--- src/rtl/mac_pkg.sv ---
package mac_pkg;
  typedef enum logic [1:0] {
    OP_ACC   = 2'b00,
    OP_SUB   = 2'b01,
    OP_RDCLR = 2'b10,
    OP_NONE  = 2'b11
  } mac_op_e;
endpackage

--- src/rtl/mac_product.sv ---
module mac_product #(
  parameter int DATA_W = 32,
  parameter int ACC_W  = 2 * DATA_W
) (
  input  logic [DATA_W-1:0] op_a,
  input  logic [DATA_W-1:0] op_b,
  output logic [ACC_W-1:0]  prod_ext
);
  localparam int EXT_W = ACC_W - DATA_W;

  logic [DATA_W-1:0] prod_trunc;

  // Low DATA_W bits of a two's-complement product do not depend on signedness.
  assign prod_trunc = op_a * op_b;
  assign prod_ext   = {{EXT_W{prod_trunc[DATA_W-1]}}, prod_trunc};
endmodule

--- src/rtl/mac_acc_next.sv ---
module mac_acc_next
  import mac_pkg::*;
#(
  parameter int ACC_W = 64
) (
  input  logic             valid,
  input  mac_op_e          op,
  input  logic [ACC_W-1:0] acc_cur,
  input  logic [ACC_W-1:0] prod_ext,
  output logic [ACC_W-1:0] acc_nxt,
  output logic             rd_load
);
  always_comb begin
    acc_nxt = acc_cur;
    rd_load = 1'b0;
    if (valid) begin
      unique case (op)
        OP_ACC:   acc_nxt = acc_cur + prod_ext;
        OP_SUB:   acc_nxt = acc_cur - prod_ext;
        OP_RDCLR: begin
          acc_nxt = '0;
          rd_load = 1'b1;
        end
        default:  acc_nxt = acc_cur;
      endcase
    end
  end
endmodule

--- src/rtl/mac_accum_unit.sv ---
module mac_accum_unit
  import mac_pkg::*;
#(
  parameter int DATA_W = 32
) (
  input  logic              clk,
  input  logic              rst,
  input  logic              in_valid,
  input  logic [1:0]        in_op,
  input  logic [DATA_W-1:0] in_x,
  input  logic [DATA_W-1:0] in_y,
  output logic [DATA_W-1:0] rd_data,
  output logic [DATA_W-1:0] acc_hi,
  output logic [DATA_W-1:0] acc_lo
);
  localparam int ACC_W = 2 * DATA_W;

  mac_op_e          op_sel;
  logic [ACC_W-1:0] acc_q;
  logic [ACC_W-1:0] acc_d;
  logic [ACC_W-1:0] prod_ext;
  logic             rd_load;
  logic [DATA_W-1:0] rd_q;

  assign op_sel = mac_op_e'(in_op);

  mac_product #(.DATA_W(DATA_W), .ACC_W(ACC_W)) u_product (
    .op_a     (in_x),
    .op_b     (in_y),
    .prod_ext (prod_ext)
  );

  mac_acc_next #(.ACC_W(ACC_W)) u_next (
    .valid    (in_valid),
    .op       (op_sel),
    .acc_cur  (acc_q),
    .prod_ext (prod_ext),
    .acc_nxt  (acc_d),
    .rd_load  (rd_load)
  );

  always_ff @(posedge clk) begin
    if (rst) begin
      acc_q <= '0;
      rd_q  <= '0;
    end else begin
      acc_q <= acc_d;
      if (rd_load) rd_q <= acc_q[DATA_W-1:0];
    end
  end

  assign acc_hi  = acc_q[ACC_W-1:DATA_W];
  assign acc_lo  = acc_q[DATA_W-1:0];
  assign rd_data = rd_q;

  AST_IDLE_HOLD: assert property (@(posedge clk) disable iff (rst)
    (!in_valid || in_op == 2'b11) |=> $stable({acc_hi, acc_lo}));

  AST_CLEAR_ZERO: assert property (@(posedge clk) disable iff (rst)
    (in_valid && in_op == 2'b10) |=> (acc_hi == '0 && acc_lo == '0));

  AST_READ_CAPTURE: assert property (@(posedge clk) disable iff (rst)
    (in_valid && in_op == 2'b10) |=> rd_data == $past(acc_lo));

  AST_READ_HOLD: assert property (@(posedge clk) disable iff (rst)
    !(in_valid && in_op == 2'b10) |=> $stable(rd_data));

  AST_ACC_STEP: assert property (@(posedge clk) disable iff (rst)
    (in_valid && in_op == 2'b00) |=>
      {acc_hi, acc_lo} == $past({acc_hi, acc_lo}) + $past(prod_ext));

  AST_SUB_STEP: assert property (@(posedge clk) disable iff (rst)
    (in_valid && in_op == 2'b01) |=>
      {acc_hi, acc_lo} == $past({acc_hi, acc_lo}) - $past(prod_ext));
endmodule

--- config.mk ---
export PLATFORM = sky130hd
export DESIGN_NAME = mac_accum_unit
export DESIGN_NICKNAME = d
export VERILOG_FILES = /design/src/rtl/mac_pkg.sv /design/src/rtl/mac_product.sv /design/src/rtl/mac_acc_next.sv /design/src/rtl/mac_accum_unit.sv
export SDC_FILE = /design/constraint.sdc
export NUM_CORES = 2
export LEC_CHECK = 0
export CORE_MARGIN = 2
export CORE_UTILIZATION = 40
export CTS_CLUSTER_SIZE = 10
export DETAILED_ROUTE_END_ITERATION = 6
export PLACE_DENSITY = 0.7
export SYNTH_ARGS = -nofsm -noshare
export SYNTH_HDL_FRONTEND = slang
export SYNTH_HIERARCHICAL = 1
export SYNTH_SLANG_ARGS = --single-unit
--- constraint.sdc ---
create_clock -name clk -period 12.1 [get_ports clk]
set_input_delay 1.21 -clock clk [delete_from_list [all_inputs] [get_ports clk]]
set_output_delay 1.21 -clock clk [all_outputs]
set_load 0.02 [all_outputs]
==> flow_metrics.tcl <==
set metrics [dict create \
    status "completed" \
    synthFlopType "dfxtp_1" \
    totalWireLength_um 67500 \
    max_stage_delay_ns 0.60 \
    synth_area_um2 24500 \
    cts_sinks 96 \
    drive_gt1_share_pct 15.4 \
    place_congestion 0.930 \
    syn_nets 3533 \
    clock_latency_ns 0.36 \
    cts_tree "built" \
    postSynthAreaPerCell_um2 8.56 \
    num-fill-cells 5535 \
    synth_xor_xnor_area_share_pct 7.31 \
    synthSimpleGateAreaFrac_pct 21.1 \
    antenna_left 0 \
    grt_usage_pct 21.1 \
    ys_types 79 \
    muxShareOfSynthArea_pct 1.30 \
    num-nets-final 3916 \
    hold_viol 0 \
    drt_drc_violations_left 0 \
    io_pins 165 \
    initial_utilization_pct 40.6 \
    core.rowCount 90 \
    crit_path_top_delay_cell "fa_1" \
    maxSlewHeadroom_pct 28.3 \
    min_period_ns 11.93 \
    portBuffers 164 \
    grt_max_degree 97 \
    synth-adder-area-share_pct 42.9 \
    multi_input_comb_area_um2 20900 \
    arrival_ns 12.14 \
    cpMostUsedCell "fa_1" \
    finish.instance_area_um2 30400 \
    postCtsHoldBufs 0 \
    grt_pass1_wl_um 107000 \
    syn_inst 2868 \
    drt_iter0_drc 1115 \
    numCtsBuffers 9 \
    synth-edff-count 0 \
    dieArea_um2 63400 \
    synth_warnings 6 \
    grt_pass1_vias 20900 \
    ys_seq_elements 96 \
    synthTopCellsByArea "fa_1 33%, and2_1 9.6%, ha_1 9.5%" \
    core-area_um2 60500 \
    firstDrtPassIters 6 \
    die_h_um 252 \
    die_w_um 252 \
    maxSlewViolCount 0 \
    synth_area_leader_cell "fa_1" \
    dpl.hpwl_um 56300 \
    final.setup.worst_slack_ns 0.170 \
    post-route-period-util_pct 98.6 \
    register_area_um2 1920 \
    required_ns 12.31 \
    fmax_mhz 83.8 \
    clk_pin_slew_ns 0.07 \
    routed_via_density 5.07 \
    drv_cap 0 \
    startpoint_type "primary input" \
    synth_top_area_share_pct 33.4 \
    clockBufferDepth 2 \
    end_kind "flop" \
    preCtsSetupSlack_ns -0.606 \
    tightest_slew_ns 1.08 \
    antenna_found_initial 2 \
    cp_max_fo 8 \
    cts_root_buf "clkbuf_16" \
    synth_compound_area_share_pct 10.3 \
    synth_top_family_by_area "adder cells" \
    async_reset_ff_share_pct 0 \
    syn_to_final_growth_pct 23.9 \
    setup_viol 0 \
    via_count 20500 \
    yosysSeqAreaShare_pct 7.83 \
    finClkSkew_ns 0.0102 \
    wl_per_cell_um 16.7 \
    htree_levels 3 \
    rsz0062_at_grt "yes" \
    crit_type "in -> reg" \
    hp-class "reg -> reg" \
    place_area_um2 29100 \
    overflow 0 \
]
## path summary, 6_finish.rpt
path	start	to	slack, ns	depth (start not counted)
max	in_x[13]	acc_q[61]$_SDFF_PP0_	0.17	44
min	rd_data[18]$_SDFFE_PP0P_	rd_data[18]$_SDFFE_PP0P_	0.49	2
max reg2reg	acc_q[0]$_SDFF_PP0_	acc_q[40]$_SDFF_PP0_	8.57	15
min reg2reg	rd_data[18]$_SDFFE_PP0P_	rd_data[18]$_SDFFE_PP0P_	0.49	2
## routing by layer
metal / track usage, % / up-vias / part of all wire, %
li1: - / 9794 / -
met2: 36.4 / 533 / 48
met4: 6.31 / 0 / 3.0
met1: 27.6 / 10000 / 43
met3: 2.54 / 102 / 5.2
met5: 0 / - / 0
## Yosys cell counts (all sizes together), types with 5 or more instances
master,instances
nor4,10
o21a,10
a21oi,120
o21ai,136
o211ai,8
mux2i,32
o41ai,8
or3,11
ha,187
o21bai,15
or4,9
a21o,37
nand2,304
nand4,17
and4,5
dfxtp,96
inv,386
and3,12
nor2,98
and2,376
buf,50
nand3,22
nand2b,10
xnor2,120
fa,409
xor2,84
a211oi,6
nor2b,76
nor3,17
clkbuf,118
a31oi,16
o31ai,12
## state kept, by name (all words and copies together) (netlist names)
| signal | cells |
|---|---|
| rd_data | 32 |
| acc_q | 64 |
## logic make-up after synthesis
logic type,after synthesis
xor+xnor,204
simple gates,976
buf+inv,554
flops,96
compound gates,410
mux,32
fa+ha+maj,596
## what timing repair did
action                     in CTS  in global routing
pin swaps                       1                 63
resized for setup               6                130
setup endpoints to repair       4                 16
setup buffers                   2                 21
gates cloned                    0                  6
## placed cells by master, fill, tap and decap left out, types with 8 or more instances in the layout
| cell type | instances |
|---|---|
| a21o_1 | 37 |
| a21oi_1 | 104 |
| a21oi_2 | 15 |
| a31oi_1 | 13 |
| and2_1 | 370 |
| and3_1 | 10 |
| buf_12 | 16 |
| buf_4 | 339 |
| buf_6 | 14 |
| clkbuf_16 | 13 |
| clkdlybuf4s50_1 | 144 |
| dfxtp_1 | 96 |
| dlymetal6s2s_1 | 14 |
| fa_1 | 402 |
| ha_1 | 167 |
| ha_4 | 19 |
| inv_1 | 382 |
| mux2i_1 | 32 |
| nand2_1 | 300 |
| nand2b_1 | 9 |
| nand3_1 | 20 |
| nand4_1 | 16 |
| nor2_1 | 95 |
| nor2b_1 | 73 |
| nor3_1 | 16 |
| nor4_1 | 9 |
| o21a_1 | 10 |
| o21ai_0 | 121 |
| o21ai_1 | 12 |
| o21bai_1 | 15 |
| o31ai_1 | 11 |
| or3_1 | 8 |
| xnor2_1 | 114 |
| xor2_1 | 84 |
## critical path: cells and delay by family
family	cells	cell delay (ns)
adder cells (fa/ha/maj)	10	4.35
XOR/XNOR	3	0.46
AO/OA/AOI/OAI	14	2.36
buffers and inverters	8	1.34
AND/OR/NAND/NOR	9	2.36
## metrics by stage
stage	hold WS, ns	setup TNS (ns)	cells	utilization, %
5_1_grt	0.524	-1.00	4038	50.3
2_1_floorplan	0.583	0	2868	-
6_report	0.493	0	4039	50.3
3_3_place_gp	0.472	-1.75	3994	48.2
4_1_cts	0.499	0	4012	48.7
3_5_place_dp	0.482	-4.71	3994	48.2
## cell type report
cell class / count / share of cell area, %
multi-input combinational: 2218 / 68.8
timing repair buffer: 540 / 15.9
sequential: 96 / 6.32
inverter: 386 / 4.76
tap: 782 / 3.22
clock buffer: 10 / 0.753
clock inverter: 6 / 0.296
antenna: 1 / 0.00823
Power is not shown: default switching activity piles up to over one toggle a cycle in this logic, so the estimate is an artifact.
